===== config.mk =====
export PLATFORM = sky130hd
export DESIGN_NAME = ocr_lat_mon
export DESIGN_NICKNAME = d
export VERILOG_FILES = /design/src/rtl/ocr_pkg.sv /design/src/rtl/ocr_tracker.sv /design/src/rtl/ocr_match.sv /design/src/rtl/ocr_counter.sv /design/src/rtl/ocr_lat_mon.sv
export SDC_FILE = /design/constraint.sdc
export NUM_CORES = 1
export LEC_CHECK = 0
export ABC_AREA = 1
export BUFFER_PORTS_ARGS = -buffer_cell sky130_fd_sc_hd__buf_2
export CELL_PAD_IN_SITES_DETAIL_PLACEMENT = 0
export CELL_PAD_IN_SITES_GLOBAL_PLACEMENT = 1
export CORE_MARGIN = 5
export CORE_UTILIZATION = 37
export CTS_BUF_LIST = sky130_fd_sc_hd__clkbuf_16
export DETAILED_ROUTE_END_ITERATION = 7
export PLACE_DENSITY = 0.82
export SYNTH_ARGS = -nofsm -noshare
export SYNTH_HDL_FRONTEND = slang
export SYNTH_SLANG_ARGS = --single-unit

===== constraint.sdc =====
create_clock -name clk -period 14.45 [get_ports clk]
set_clock_uncertainty 0.2 [all_clocks]
set_input_delay 2.1675 -clock clk [delete_from_list [all_inputs] [get_ports clk]]
set_output_delay 2.1675 -clock clk [all_outputs]
set_load 0.01 [all_outputs]

===== src/rtl/ocr_pkg.sv =====
// Shared constants and the per-counter match setting type for the
// offcore request latency monitor.
package ocr_pkg;
    localparam int TYPE_N = 4;                 // request types
    localparam int SUP_N  = 4;                 // supplier classes
    localparam int SNP_N  = 4;                 // snoop result classes
    localparam int TYPE_W = $clog2(TYPE_N);
    localparam int SUP_W  = $clog2(SUP_N);
    localparam int SNP_W  = $clog2(SNP_N);

    typedef struct packed {
        logic [TYPE_N-1:0] req;
        logic [SUP_N-1:0]  sup;
        logic [SNP_N-1:0]  snp;
        logic              any;
        logic              outs;
    } mcfg_t;
endpackage


===== src/rtl/ocr_tracker.sv =====
// In-flight request table, one slot per transaction ID.
// Assumes IDs index slots directly. A response retires its slot in the clock it
// arrives. The occupancy count reflects the table after that clock's issue and
// retire have both been applied.
module ocr_tracker
    import ocr_pkg::*;
#(
    parameter int NUM_ID = 16,
    parameter int ID_W   = $clog2(NUM_ID),
    parameter int OCC_W  = $clog2(NUM_ID + 1)
) (
    input  logic              clk,
    input  logic              rst_n,
    input  logic              req_valid,
    input  logic [ID_W-1:0]   req_id,
    input  logic [TYPE_W-1:0] req_type,
    input  logic              rsp_valid,
    input  logic [ID_W-1:0]   rsp_id,
    input  logic [TYPE_N-1:0] occ_mask,
    output logic              rsp_hit,
    output logic [TYPE_W-1:0] rsp_type,
    output logic [OCC_W-1:0]  occ_cnt
);
    logic [NUM_ID-1:0] slot_v, set_v, ret_v, nxt_v;
    logic [TYPE_W-1:0] slot_t [NUM_ID];
    logic [TYPE_W-1:0] nxt_t  [NUM_ID];

    // Response lookup: hit only when the addressed slot holds a request.
    always_comb begin
        rsp_hit  = rsp_valid && slot_v[rsp_id];
        rsp_type = slot_t[rsp_id];
    end

    // Per-slot retire and accept decisions, and the resulting next state.
    always_comb begin
        ret_v = '0;
        set_v = '0;
        if (rsp_hit) ret_v[rsp_id] = 1'b1;
        if (req_valid && (!slot_v[req_id] || ret_v[req_id])) set_v[req_id] = 1'b1;
        nxt_v = (slot_v & ~ret_v) | set_v;
    end

    // Occupancy of matching types after this clock's issue and retire.
    always_comb begin
        occ_cnt = '0;
        for (int i = 0; i < NUM_ID; i++) begin
            nxt_t[i] = set_v[i] ? req_type : slot_t[i];
            if (nxt_v[i] && occ_mask[nxt_t[i]]) occ_cnt = occ_cnt + OCC_W'(1);
        end
    end

    // Slot valid bits.
    always_ff @(posedge clk) begin
        if (!rst_n) slot_v <= '0;
        else        slot_v <= nxt_v;
    end

    // Slot type storage, written when a request is accepted.
    for (genvar g = 0; g < NUM_ID; g++) begin : g_slot
        always_ff @(posedge clk) begin
            if (set_v[g]) slot_t[g] <= req_type;
        end
    end

    // an accepted request occupies its slot after the clock.
    a_r9_accept: assert property (@(posedge clk) disable iff (!rst_n)
        (req_valid && !slot_v[req_id]) |=> slot_v[$past(req_id)]);
    // a retired slot is empty after the clock unless it is refilled.
    a_r9_retire: assert property (@(posedge clk) disable iff (!rst_n)
        (rsp_hit && !(req_valid && req_id == rsp_id)) |=> !slot_v[$past(rsp_id)]);
endmodule


===== src/rtl/ocr_match.sv =====
// Response match rule for one counter.
// Any-response, or an empty supplier and snoop setting, skips the supplier and
// snoop test. The outstanding flag turns response counting off.
module ocr_match
    import ocr_pkg::*;
(
    input  mcfg_t             cfg,
    input  logic              rsp_hit,
    input  logic [TYPE_W-1:0] rsp_type,
    input  logic [SUP_W-1:0]  rsp_sup,
    input  logic [SNP_W-1:0]  rsp_snp,
    output logic              hit,
    output logic              err
);
    logic eff_any;

    // Evaluate the match and the legality of the setting.
    always_comb begin
        eff_any = cfg.any || (cfg.sup == '0 && cfg.snp == '0);
        err     = cfg.outs && ((|cfg.sup) || (|cfg.snp) || cfg.any);
        hit     = rsp_hit && !cfg.outs && cfg.req[rsp_type] &&
                  (eff_any || (cfg.sup[rsp_sup] && cfg.snp[rsp_snp]));
    end
endmodule


===== src/rtl/ocr_counter.sv =====
// Event accumulator with synchronous clear. The clear wins over the increment.
// Wraps modulo 2**CNT_W.
module ocr_counter #(
    parameter int CNT_W = 48,
    parameter int INC_W = 5
) (
    input  logic             clk,
    input  logic             rst_n,
    input  logic             clr,
    input  logic [INC_W-1:0] inc,
    output logic [CNT_W-1:0] cnt
);
    // Accumulate, clear or reset.
    always_ff @(posedge clk) begin
        if (!rst_n || clr) cnt <= '0;
        else               cnt <= cnt + CNT_W'(inc);
    end
endmodule


===== src/rtl/ocr_lat_mon.sv =====
// Offcore request latency monitor top level.
// Assumes at most one request and one response per clock, with IDs below NUM_ID.
// Counter 0 integrates occupancy in average-latency mode. Otherwise both
// counters count matching responses.
module ocr_lat_mon
    import ocr_pkg::*;
#(
    parameter int NUM_ID = 16,
    parameter int CNT_W  = 48,
    localparam int ID_W  = $clog2(NUM_ID),
    localparam int OCC_W = $clog2(NUM_ID + 1)
) (
    input  logic              clk,
    input  logic              rst_n,
    input  logic              clr,
    input  logic              avg_mode,
    input  logic [TYPE_N-1:0] c0_req_mask,
    input  logic [SUP_N-1:0]  c0_sup_mask,
    input  logic [SNP_N-1:0]  c0_snp_mask,
    input  logic              c0_any,
    input  logic              c0_outs,
    input  logic [TYPE_N-1:0] c1_req_mask,
    input  logic [SUP_N-1:0]  c1_sup_mask,
    input  logic [SNP_N-1:0]  c1_snp_mask,
    input  logic              c1_any,
    input  logic              c1_outs,
    input  logic              req_valid,
    input  logic [ID_W-1:0]   req_id,
    input  logic [TYPE_W-1:0] req_type,
    input  logic              rsp_valid,
    input  logic [ID_W-1:0]   rsp_id,
    input  logic [SUP_W-1:0]  rsp_sup,
    input  logic [SNP_W-1:0]  rsp_snp,
    output logic [CNT_W-1:0]  cnt0,
    output logic [CNT_W-1:0]  cnt1,
    output logic [1:0]        cfg_err
);
    mcfg_t             cfg [2];
    logic [1:0]        hit;
    logic [OCC_W-1:0]  inc [2];
    logic [CNT_W-1:0]  cnt [2];
    logic              rsp_hit;
    logic [TYPE_W-1:0] rsp_type;
    logic [OCC_W-1:0]  occ_cnt;

    // Gather the per-counter settings into structs.
    always_comb begin
        cfg[0] = '{req: c0_req_mask, sup: c0_sup_mask, snp: c0_snp_mask, any: c0_any, outs: c0_outs};
        cfg[1] = '{req: c1_req_mask, sup: c1_sup_mask, snp: c1_snp_mask, any: c1_any, outs: c1_outs};
    end

    ocr_tracker #(.NUM_ID(NUM_ID)) u_trk (
        .clk(clk), .rst_n(rst_n),
        .req_valid(req_valid), .req_id(req_id), .req_type(req_type),
        .rsp_valid(rsp_valid), .rsp_id(rsp_id), .occ_mask(c0_req_mask),
        .rsp_hit(rsp_hit), .rsp_type(rsp_type), .occ_cnt(occ_cnt)
    );

    for (genvar k = 0; k < 2; k++) begin : g_ctr
        ocr_match u_match (
            .cfg(cfg[k]), .rsp_hit(rsp_hit), .rsp_type(rsp_type),
            .rsp_sup(rsp_sup), .rsp_snp(rsp_snp),
            .hit(hit[k]), .err(cfg_err[k])
        );
        ocr_counter #(.CNT_W(CNT_W), .INC_W(OCC_W)) u_cnt (
            .clk(clk), .rst_n(rst_n), .clr(clr), .inc(inc[k]), .cnt(cnt[k])
        );
    end

    // Choose each counter's increment: occupancy or response hits.
    always_comb begin
        if (avg_mode) inc[0] = (c0_outs && !cfg_err[0]) ? occ_cnt : '0;
        else          inc[0] = OCC_W'(hit[0]);
        inc[1] = OCC_W'(hit[1]);
        cnt0   = cnt[0];
        cnt1   = cnt[1];
    end

    // clear leaves both counters at zero.
    a_r10_clear: assert property (@(posedge clk) disable iff (!rst_n)
        clr |=> (cnt0 == '0 && cnt1 == '0));
    // counter 1 advances by at most one per clock.
    a_r7_one_step: assert property (@(posedge clk) disable iff (!rst_n)
        !clr |=> (cnt1 - $past(cnt1)) <= CNT_W'(1));
    // an erroneous counter 0 holds its value.
    a_r8_inhibit: assert property (@(posedge clk) disable iff (!rst_n)
        (cfg_err[0] && !clr) |=> $stable(cnt0));
    // in normal mode counter 0 moves only on a response.
    a_r2_needs_rsp: assert property (@(posedge clk) disable iff (!rst_n)
        (!avg_mode && !rsp_valid && !clr) |=> $stable(cnt0));
endmodule


== Word level (Yosys, flattened, before mapping) ==
Memories as Yosys holds them, arrays and structs flattened.
Cells that the tools add are included.
Word-level totals
  register bits after elaboration: 112
  bits in latches: 0
  bits in writable memories: 32
  bits in read-only memories: 0
  input port bits: 48
  output and inout bits: 98
  word-level logic and storage cells: 285
  memories: 1
Operators by class
  $add $sub $neg: 17
  multipliers: 0
  div/mod/pow operators: 0
  order comparisons: 23
  eq/ne operators: 0
  shift-type cells: 0
  mux-type cells: 167
  bitwise logic cells: 3
  reductions and logical operators: 71
Memories
  u_trk.slot_t: depth 16, width 2, rd ports 17, clocked after Yosys merged registers in 0, write ports 1, RTL line ocr_tracker.sv:25  | logic [TYPE_W-1:0] slot_t [NUM_ID];
Operator list (number)
  two-way mux 5 bit: 17
  two-way mux 1 bit: 75
  adder 5 x 1 -> 5 bit, second input constant: 14
  two-way mux 2 bit: 31
  two-way mux 4 bit: 15
  less-than comparator 2 x 3 -> 1 bit, second input constant: 19
  adder 48 x 1 -> 48 bit: 1
  adder 48 x 5 -> 48 bit: 1
  binary-select mux 1 bit (select 2 bit): 22
  logical AND 1 bit: 33
  two-way mux 16 bit: 2
  OR reduction 2 bit: 15
  bitwise AND 16 bit: 1
  logical NOT 4 bit: 4
  inverter 16 bit: 1
  bitwise OR 16 bit: 1
  OR reduction 4 bit: 4
  binary-select mux 1 bit (select 4 bit): 3
  logical OR 1 bit: 10
  less-than comparator 4 x 5 -> 1 bit, second input constant: 2
  demux 1 bit (select 4 bit): 2
  >= comparator 4 x 1 -> 1 bit, second input constant: 2
  logical NOT 1 bit: 5
  adder 1 x 1 -> 2 bit, second input constant: 1

== Logic depth before layout (Yosys ltp) ==
Gate-level depths: netlist (run 1).
  depth in word-level cells: 48
  depth in mapped cells: 127
  depth with buffers taken out: 124

== Cells and area by module ==
From an unflattened synthesis (run 1), not the netlist that was laid out.
Unflattened totals
  cells, all modules: 2024
  area total of the unflattened synthesis: 11599.9 sq um
Modules (own cells, without submodules)
  ocr_counter: times used 2, cells an instance 480, area an instance 2954.1 sq um, sequential area each 960.9 sq um
  ocr_tracker: times used 1, cells an instance 949, area an instance 5213.8 sq um, sequential area each 960.9 sq um
  ocr_match: times used 2, cells an instance 48, area an instance 200.2 sq um, sequential area each 0.0 sq um
  ocr_lat_mon: times used 1, cells an instance 19, area an instance 77.6 sq um, sequential area each 0.0 sq um

== Worst setup path before layout (run 1) ==
Ideal clock, no wire load.
  path kind: input -> register
  from: input port rsp_id[0]
  to: register g_ctr[0].u_cnt.cnt[47]
  library setup time: 0.116 ns
  arrival: 15.289 ns
  required time: 14.134 ns
  path slack: -1.156 ns
  stages: 112
  path buffers: 3
  path through: buf_6 inv_4 buf_6 nand2_1 nand2_1 nand2_1 nand2_1 nand2_1 nand2_1 inv_2 nand2_4 buf_6 nand4_1 nand2_1 nor2_1 nor2_1 nor2_2 nand3_4 [... 76 more ...] nor3_1 nand3_1 nor3_1 nand3_1 nor3_1 nand3_1 nor3_2 nand3_1 nor3b_1 nand3_1 nor2_1 nand2_1 nor2_2 inv_1 nor2_1 nand2_1 o21ai_1 a21oi_1
RTL lines
  start: declaration: RTL line ocr_lat_mon.sv:31  | input logic [ID_W-1:0] rsp_id,
  end signal: assignment: RTL line ocr_counter.sv:16  | else cnt <= cnt + CNT_W'(inc);
  end: declaration: RTL line ocr_counter.sv:11  | output logic [CNT_W-1:0] cnt

==> summary.md, run 1 <==
| Metric | Value |
|---|---|
| VDD IR max | `between 0.07 and 0.08 mV` |
| Post-Syn Area | `0.00994 sq mm` |
| CP endpoint kind | `flop` |
| # DRC | `0` |
| Multi-input logic area | `approximately 0.0068 sq mm` |
| Fmax | `0.0654 GHz` |
| Synth area leader | `dfxtp_1` |
| Final hold vios | `0` |
| Worst Tran Pin Value | `around 0.95 ns` |
| # fillers | `roughly 2300` |
| Post-synth top area share | `29.0%` |
| Post-Route WL | `38.8 mm` |
| Max incr delay on CP | `~0.33 ns` |
| DP Worst Slack | `-1.30 ns` |
| Initial Utilization | `37.2%` |
| Synth warn | `0` |
| Distinct cells, synth | `between 50 and 60` |
| Syn_area_per_cell | `around 6.3 sq um` |
| Max cap viols | `0` |
| DP HPWL | `23.1 mm` |
| Worst path required time | `between 10 and 15 ns` |
| Critical Path AT | `15.39 ns` |
| Input/output buffers | `145` |
| Failing checks | `setup timing` |
| Post-placement cell count | `about 2200` |
| Max clock buf depth | `2` |
| Slew Limit Fails | `0` |
| Vias in the first global route | `12432` |
| Skew-Pair Late Insertion Delay | `0.44 ns` |
| CTS tree | `done` |
| Drt wl/cell | `15.5 microns` |
| Number of buffers created by CTS | `17` |
| Die W | `174 microns` |
| #FFs+latches synth | `144` |
| Row Count | `60` |
| Die height | `174 microns` |
| Setup Viol. Count Final | `22` |
| Clock root cell | `clkbuf_16` |
| First-pass GRT wire length | `60.2 mm` |
| Largest net degree at the start of global routing | `slightly above 60` |
| Outcome | `complete, but fails checks` |
| Cell Count, Final, Fillers Out | `2499` |
| Post-route cell area | `0.0158 sq mm` |
| Delay-heaviest family, CP | `simple AND/OR/NAND/NOR gates` |
| Clock-pin slew on the worst setup and hold paths | `around 0.08 ns` |
| Setup TNS Final | `-11.36 ns` |
| Area grow syn2layout | `58.9%` |
| Initial drt markers | `around 810` |
| RD Place Congestion | `0.942` |
| Synth top area cells | `dfxtp_1 29%, nand2_1 13%, inv_1 9.4%, nor2_1 8.0%, nand3_1 5.3%` |
| Reg area | `0.00288 sq mm` |
| Post-DR vias/cell | `5.12` |
| Mapped Cells | `1589` |
| Hold slack | `~0.28 ns` |
| Kind of critical path | `primary input to flop` |
| Cell mode on critical path | `nand2_2` |
| Count leader, synth | `nand2_1` |
| Slew margin rel. | `36.7%` |
| N_diodes | `0` |
| Syn_nets | `between 1500 and 2000` |
| Clock period minus worst slack | `15.28 ns` |
| RSZ-0062 raised after global routing | `yes` |
| Tcrit/Tclk final | `106%` |
| Antenna violations before repair | `0` |
| # H-tree levels | `4` |
| PD cells | `75.7 mW/mm^2` |
| Gr ovfl total | `0` |
| Share of layout cells above drive strength 1 | `a little over two fifths` |
| Post-synthesis async set-or-reset flop share | `0%` |
| Post-synth EDFFs | `0` |
| Final ANT Viol Nets | `0` |
| Initial DRT Pass Iterations | `7` |
| Via count | `12798` |
| Synth Flop Type | `dfxtp_1` |
| Die Area | `approximately 0.03 sq mm` |
| Total track usage | `23.6%` |
| Buf+Inv Stages, Crit Path | `22` |
| Nets | `approximately 2200` |
| Tot Pwr | `approximately 1.2 mW` |
| Lkg Pwr | `7.54 nW` |
| Core ar. | `between 0.02 and 0.03 sq mm` |
| I/O pin cnt | `146` |
| Worst Slack Setup Final | `-0.834 ns` |
| Final Util | `59.1%` |
| DP Area | `around 0.012 sq mm` |
| Crit-path max FO | `6` |
| Slowest-stage cell, CP | `ha_1` |
| Post-synth top cells | `343 x nand2_1, 250 x inv_1, 212 x nor2_1` |
| Hold Path Class | `flop to flop` |
| Sequential area share after synthesis | `29.0%` |
| Clk sinks | `between 100 and 150` |
| Startpoint types | `primary input` |
[area by class of cell]
| class | count | share of cell area, % |
|---|---|---|
| Multi-Input combinational cell | 1137 | 42.9 |
| Timing Repair Buffer | 566 | 25.5 |
| Sequential cell | 144 | 18.3 |
| Inverter | 278 | 6.74 |
| Tap cell | 341 | 2.70 |
| Clock buffer | 17 | 2.69 |
| Clock inverter | 15 | 1.19 |
| Timing Repair inverter | 1 | 0.0475 |
[logic make-up after synthesis]
| kind of cell | count (synthesis) | share of synthesized area, % |
|---|---|---|
| buf+inv | 309 | 12.3 |
| compound gates | 248 | 14.7 |
| fa+ha+maj | 22 | 2.84 |
| xor+xnor | 2 | 0.176 |
| simple gates | 864 | 41.0 |
| flops | 144 | 29.0 |
[power by group]
part	leakage (nW)	switching [mW]	total [mW]	internal, mW
Sequential	1.17	0.0173	0.437	0.420
Combinational	6.07	0.171	0.303	0.132
Clock	0.294	0.221	0.456	0.236
[cell usage in the layout, fill, tap and decap left out, types with 7 or more instances in the layout]
master       n
nand3b_1     7
nor3_1      52
ha_4         9
a21oi_1     63
o21a_1       8
buf_2      143
nor2_1     177
nand4_1     35
nand2_1    279
o21ai_2     11
clkbuf_16   17
buf_6       24
dfxtp_1    144
o21ai_1     19
nand3_1     85
buf_4      396
nand3_2     38
nor2_2      24
nand3_4     10
o22ai_1     15
nand2_2     67
o21ai_0     73
ha_1        12
inv_2       44
o211ai_1     9
inv_1      221
nor2_4      23
inv_4        7
nand2_4     33
[tightest hold or removal path, cell delays in order (launching register included)]
cell	delay, ns
dfxtp_1	0.32
inv_1	0.07
a21oi_1	0.06
[flip-flops by register name, summed over array words and instances, names as in the netlist]
name	count
g_ctr.u_cnt.cnt	96
u_trk.slot_v	16
u_trk.slot_t	32
[routing by layer]
metal / global-route usage (%) / wire, microns
met3: 5.68 / 2800
met2: 39.3 / 17900
met5: 0 / 0
met1: 28.6 / 16100
met4: 11.4 / 1980
[worst paths after layout]
check                                end  slack [ns]              startpoint  cells past startpoint
setup / recovery  g_ctr[0].u_cnt.cnt[44]       -0.83               rsp_id[0]                    113
hold / removal    g_ctr[1].u_cnt.cnt[36]        0.28  g_ctr[1].u_cnt.cnt[36]                      2
setup reg to reg  g_ctr[0].u_cnt.cnt[44]        0.67         u_trk.slot_v[0]                    116
hold reg to reg   g_ctr[1].u_cnt.cnt[36]        0.28  g_ctr[1].u_cnt.cnt[36]                      2
[what timing repair did]
action,CTS,global route
pin swaps,55,102
hold buffers,0,0
gates cloned,3,0
gates resized for setup,67,192
endpoints found under the setup margin,16,32
setup buffers,261,60
(Power assumes the default switching activity.)
==> run 2: changes to the inputs <==
--- a/config.mk
+++ b/config.mk
@@ -6,14 +6,15 @@
 export NUM_CORES = 1
 export LEC_CHECK = 0
 export ABC_AREA = 1
-export BUFFER_PORTS_ARGS = -buffer_cell sky130_fd_sc_hd__buf_2
 export CELL_PAD_IN_SITES_DETAIL_PLACEMENT = 0
 export CELL_PAD_IN_SITES_GLOBAL_PLACEMENT = 1
 export CORE_MARGIN = 5
-export CORE_UTILIZATION = 37
+export CORE_UTILIZATION = 41
 export CTS_BUF_LIST = sky130_fd_sc_hd__clkbuf_16
+export CTS_CLUSTER_SIZE = 16
 export DETAILED_ROUTE_END_ITERATION = 7
-export PLACE_DENSITY = 0.82
+export DONT_BUFFER_PORTS = 1
+export PLACE_DENSITY = 0.81
 export SYNTH_ARGS = -nofsm -noshare
 export SYNTH_HDL_FRONTEND = slang
 export SYNTH_SLANG_ARGS = --single-unit
==> run 2 against run 1 <==
The flow still finishes with violations (setup timing). Sequential cell count did not move. Die area fell by 9.2%. Global-route usage fell by 0.39 points. Clock power barely moved. Critical path type unchanged. Largest cell class unchanged. Largest power group unchanged. Highest routed layer unchanged.
==> summary.md, run 2 (synthesis results as in run 1) <==
| Metric | Value |
|---|---|
| Worst Slack Setup Final | `-0.589 ns` |
| Outcome | `complete, but fails checks` |
| Setup Viol. Count Final | `17` |
| Largest regs | `g_ctr.u_cnt.cnt x96, u_trk.slot_t x32, u_trk.slot_v x16` |
| Skew-Pair Late Insertion Delay | `between 0.4 and 0.5 ns` |
| Startpoint types | `primary input` |
| N_diodes | `0` |
| Share of layout cells above drive strength 1 | `34.3%` |
| Die W | `166 microns` |
| Worst hold stages | `2` |
| Input/output buffers | `0` |
| Drt wl/cell | `15.2 microns` |
| Row Count | `57` |
| Area grow syn2layout | `43.9%` |
| PD cells | `between 80 and 90 mW/mm^2` |
| First-pass GRT wire length | `53.8 mm` |
| Fmax | `0.0665 GHz` |
| Slowest-stage cell, CP | `ha_1` |
| Kind of critical path | `primary input to flop` |
| Total track usage | `23.2%` |
| CTS tree | `done` |
| Register share of total power | `approximately 37%` |
| Post-DR vias/cell | `5.15` |
| Via count | `11634` |
| Cell Count, Final, Fillers Out | `2260` |
| I/O pin cnt | `around 150` |
| Most frequent cells in the layout | `336 x buf_4, 279 x nand2_1, 223 x inv_1, 186 x nor2_1, 144 x dfxtp_1` |
| Critical Path AT | `15.20 ns` |
| Initial drt markers | `slightly below 700` |
| Max FFs per register | `96` |
| CP endpoint kind | `flop` |
| Slew margin rel. | `between 40 and 50%` |
| Clock network power share | `38.8%` |
| Antenna violations before repair | `0` |
| Max cap viols | `0` |
| VDD IR max | `0.0687 mV` |
| Most common cell after layout, fill and taps aside | `buf_4` |
| Clock-pin slew on the worst setup and hold paths | `0.07 ns` |
| Biggest register | `g_ctr.u_cnt.cnt` |
| Gr ovfl total | `0` |
| Final hold vios | `0` |
| Max incr delay on CP | `a little over 0.3 ns` |
| Initial DRT Pass Iterations | `5` |
| Final ANT Viol Nets | `0` |
| Number of buffers created by CTS | `17` |
| Die height | `166 microns` |
| R2r setup slk | `0.86 ns` |
| Post-Route WL | `34.4 mm` |
| Core ar. | `approximately 0.024 sq mm` |
| Max clock buf depth | `2` |
| Switch Pwr | `0.399 mW` |
| DP HPWL | `between 20 and 25 mm` |
| Slew Limit Fails | `0` |
| Clock root cell | `clkbuf_16` |
| Tcrit/Tclk final | `104%` |
| Die Area | `about 0.027 sq mm` |
| Gate power share | `24.1%` |
| Worst path required time | `14.61 ns` |
| Failing checks | `setup timing` |
| P_int | `0.776 mW` |
| Lkg Pwr | `6.35 nW` |
| Initial Utilization | `41.2%` |
| Vias in the first global route | `11168` |
| # DRC | `0` |
| RSZ-0062 raised after global routing | `yes` |
| Post-placement cell count | `2014` |
| Final Util | `59.3%` |
| Switching share of power | `34.0%` |
| Crit-path max FO | `7` |
| # H-tree levels | `4` |
| Hold Path Class | `flop to flop` |
| Largest net degree at the start of global routing | `37` |
| Tot Pwr | `around 1.2 mW` |
| Reg2Reg Depth | `112` |
| Hold-fix buffers, CTS | `0` |
| Cell mode on critical path | `buf_4` |
| Clock period minus worst slack | `15.04 ns` |
| Worst Tran Pin Value | `roughly 0.9 ns` |
| Clk sinks | `144` |
| RD Place Congestion | `approximately 0.95` |
| Nets | `~2000` |
| Setup TNS Final | `-6.47 ns` |
[run 2: metal layers]
| metal | wire (microns) | global-route usage [%] |
|---|---|---|
| met1 | 14500 | 27.8 |
| met2 | 16200 | 39.0 |
| met4 | 1140 | 9.97 |
| met3 | 2570 | 6.51 |
| met5 | 0 | 0 |
[run 2: worst paths after layout]
path	start	to
hold / removal	u_trk.slot_t[3][0]	u_trk.slot_t[3][0]
setup reg to reg	u_trk.slot_v[1]	g_ctr[0].u_cnt.cnt[14]
hold reg to reg	u_trk.slot_t[3][0]	u_trk.slot_t[3][0]
setup / recovery	rsp_id[1]	g_ctr[0].u_cnt.cnt[14]
[run 2: cell type report]
cell class / instances / area [sq um]
clock buffer: 17 / 425
clock inverter: 15 / 186
fill: 2200 / 9800
inverter: 278 / 1060
multi-input combinational: 1137 / 6710
sequential: 144 / 2880
tap: 324 / 405
timing repair buffer: 345 / 2620
[run 2: repair_timing]
item	4_1_cts	5_1_grt
cloned	1	0
gates resized for setup	57	158
pin swaps	46	105
setup buffers	195	22
endpoints found under the setup margin	15	31
[run 2: per-stage QoR]
stage	instance area, sq um	hold WS (ns)	setup WS, ns
finish	14300	0.312	-0.589
global route	14300	0.341	-1.41
CTS	13500	0.305	-0.227
floorplan	10100	0.267	-0.424
detailed placement	11300	0.292	-1.42
global placement	11300	0.286	-1.13
[run 2: worst max-delay path, delay by kind of cell]
kind | cells | cell delay (ns)
AND/OR/NAND/NOR | 52 | 5.13
adder cells (fa/ha/maj) | 11 | 2.49
AO/OA/AOI/OAI | 6 | 1.02
buffers and inverters | 41 | 4.12
XOR/XNOR | 2 | 0.28
[run 2: power by group through the flow]
stage | clock (mW) | combinational, mW | sequential, mW
finish | 0.456 | 0.283 | 0.436
global route | 0.483 | 0.309 | 0.437
global placement | 0 | 0.217 | 0.444
floorplan | 0 | 0.167 | 0.438
detailed placement | 0 | 0.222 | 0.444
CTS | 0.463 | 0.251 | 0.435
==> run 3: changes to the inputs <==
--- a/config.mk
+++ b/config.mk
@@ -14,6 +14,7 @@
 export CTS_CLUSTER_SIZE = 16
 export DETAILED_ROUTE_END_ITERATION = 7
 export DONT_BUFFER_PORTS = 1
+export MAX_ROUTING_LAYER = met4
 export PLACE_DENSITY = 0.81
 export SYNTH_ARGS = -nofsm -noshare
 export SYNTH_HDL_FRONTEND = slang
==> run 3 against run 2 <==
The flow still finishes with violations (setup timing). Non-clock buffer count increased by 6. Worst setup slack got worse by 0.018 ns. Via count is 0.85% higher. First-iteration DRC count increased by 4.2%. Fmax is 0.12% lower. Count of clock-buffer cells in the layout did not move. Cell area about the same.
==> summary.md, run 3 (synthesis results as in run 1) <==
| Metric | Value |
|---|---|
| Largest net degree at the start of global routing | `62` |
| Slew Limit Fails | `0` |
| Area grow syn2layout | `43.8%` |
| CP endpoint kind | `flop` |
| Biggest register | `g_ctr.u_cnt.cnt` |
| Final ANT Viol Nets | `0` |
| Clock root cell | `clkbuf_16` |
| Fmax | `0.0664 GHz` |
| Post-DR vias/cell | `around 5.2` |
| Core ar. | `approximately 0.024 sq mm` |
| Clock period minus worst slack | `15.06 ns` |
| Initial DRT Pass Iterations | `5` |
| Nets | `between 1500 and 2000` |
| Tcrit/Tclk final | `104%` |
| Switch Pwr | `0.377 mW` |
| Failing checks | `setup timing` |
| Largest regs | `g_ctr.u_cnt.cnt x96, u_trk.slot_t x32, u_trk.slot_v x16` |
| Setup Viol. Count Final | `8` |
| Clock network power share | `about 39%` |
| Max FFs per register | `between 90 and 100` |
| PD cells | `79.3 mW/mm^2` |
| Lkg Pwr | `about 6.3 nW` |
| Met2 Usage GRT | `41.8%` |
| Gr ovfl total | `0` |
| # DRC | `0` |
| Cell mode on critical path | `buf_4` |
| Clk sinks | `144` |
| Cell Count, Final, Fillers Out | `2266` |
| Drt wl/cell | `16.0 microns` |
| P_int | `0.756 mW` |
| Most common cell after layout, fill and taps aside | `buf_4` |
| Number of buffers created by CTS | `17` |
| First-pass GRT wire length | `55.9 mm` |
| Input/output buffers | `0` |
| Register share of total power | `between 30% and 40%` |
| Slew margin rel. | `45.7%` |
| Initial drt markers | `723` |
| RD Place Congestion | `roughly 0.96` |
| Outcome | `complete, but fails checks` |
| Max clock buf depth | `2` |
| Max cap viols | `0` |
| Skew-Pair Late Insertion Delay | `0.44 ns` |
| Post-route cell area | `0.0143 sq mm` |
| Critical Path AT | `15.23 ns` |
| I/O pin cnt | `146` |
| Kind of critical path | `primary input to flop` |
| Total track usage | `~25%` |
| Hold-fix buffers, CTS | `0` |
| Final hold vios | `0` |
| Vias in the first global route | `11327` |
| Die height | `166 microns` |
| DP Area | `0.0112 sq mm` |
| # H-tree levels | `4` |
| Gate power share | `23.0%` |
| DP HPWL | `22.0 mm` |
| Worst Slack Setup Final | `-0.608 ns` |
| Row Count | `between 50 and 60` |
| Startpoint types | `primary input` |
| Antenna violations before repair | `0` |
| Via count | `11733` |
| Post-Route WL | `36.2 mm` |
| Tot Pwr | `approximately 1.1 mW` |
| Switching share of power | `33.3%` |
| Crit-path max FO | `7` |
| RSZ-0062 raised after global routing | `yes` |
| Slowest-stage cell, CP | `ha_1` |
| Die W | `166 microns` |
| Most used routing layer | `met2` |
| CTS tree | `done` |
| Initial Utilization | `41.2%` |
| Worst path required time | `around 15 ns` |
| Worst Tran Pin Value | `0.810 ns` |
| Met1 Use GR | `approximately 28%` |
| Final Util | `between 50% and 60%` |
| Post-placement cell count | `2004` |
| VDD IR max | `0.0732 mV` |
| Most frequent cells in the layout | `333 x buf_4, 290 x nand2_1, 223 x inv_1, 182 x nor2_1, 144 x dfxtp_1` |
| Die Area | `roughly 0.027 sq mm` |
| N_diodes | `0` |
| Max incr delay on CP | `0.33 ns` |
| Clock-pin slew on the worst setup and hold paths | `approximately 0.08 ns` |
| Share of layout cells above drive strength 1 | `34.0%` |
| Hold Path Class | `flop to flop` |
| Met3 global-route usage | `6.86%` |
## run 3: cell count changes in the layout (fill, tap and decap cells not counted), sizes merged
cell,previous run,this run
clkinv,14,6
clkinvlp,1,3
buf,345,351
inv,278,284
## run 3: final timing paths
path / startpoint / to / slack, ns / depth (start not counted)
worst max-delay path: rsp_id[1] / g_ctr[0].u_cnt.cnt[24] / -0.61 / 127
worst min register to register: u_trk.slot_t[8][1] / u_trk.slot_t[8][1] / 0.31 / 2
worst max register to register: u_trk.slot_v[0] / g_ctr[0].u_cnt.cnt[24] / 0.84 / 127
worst min-delay path: u_trk.slot_t[8][1] / u_trk.slot_t[8][1] / 0.31 / 2
## run 3: per-stage QoR
step / setup WS [ns] / TNS (ns) / hold WS, ns
after floorplan: -0.424 / -3.03 / 0.267
after global placement: -1.15 / -10.70 / 0.289
after detailed placement: -1.49 / -16.28 / 0.297
after CTS: -0.325 / -2.04 / 0.308
after global routing: -1.36 / -16.97 / 0.330
final: -0.608 / -3.22 / 0.310
## run 3: layer usage
| layer | part of all wire (%) | vias up |
|---|---|---|
| li1 | - | 5839 |
| met1 | 41 | 5337 |
| met2 | 48 | 433 |
| met3 | 7.3 | 124 |
| met4 | 4.0 | 0 |
| met5 | 0 | - |
## run 3: area by class of cell
cell class                 instances  area, sq um
fill                            2156         9810
timing repair buffer             351         2700
sequential                       144         2880
inverter                         278         1060
clock inverter                    15          136
multi-input combinational       1137         6680
tap                              324          405
clock buffer                      17          425
## run 3: critical path: cells and delay by family
kind	cells	cell delay, ns
simple gates	63	5.62
compound gates	5	0.75
fa+ha+maj	6	1.51
buf+inv	53	5.15
## run 3: timing repair
action / 4_1_cts / 5_1_grt
buffers inserted: 227 / 33
cloned: 1 / 0
gates resized for setup: 58 / 157
pin swaps: 70 / 78
endpoints found under the setup margin: 16 / 29
## run 3: power groups by stage
stage / logic [mW] / registers (mW) / clock network, mW
after detailed placement: 0.221 / 0.444 / 0
after global placement: 0.216 / 0.444 / 0
after global routing: 0.291 / 0.437 / 0.460
after CTS: 0.239 / 0.435 / 0.442
after floorplan: 0.167 / 0.438 / 0
final: 0.260 / 0.436 / 0.438
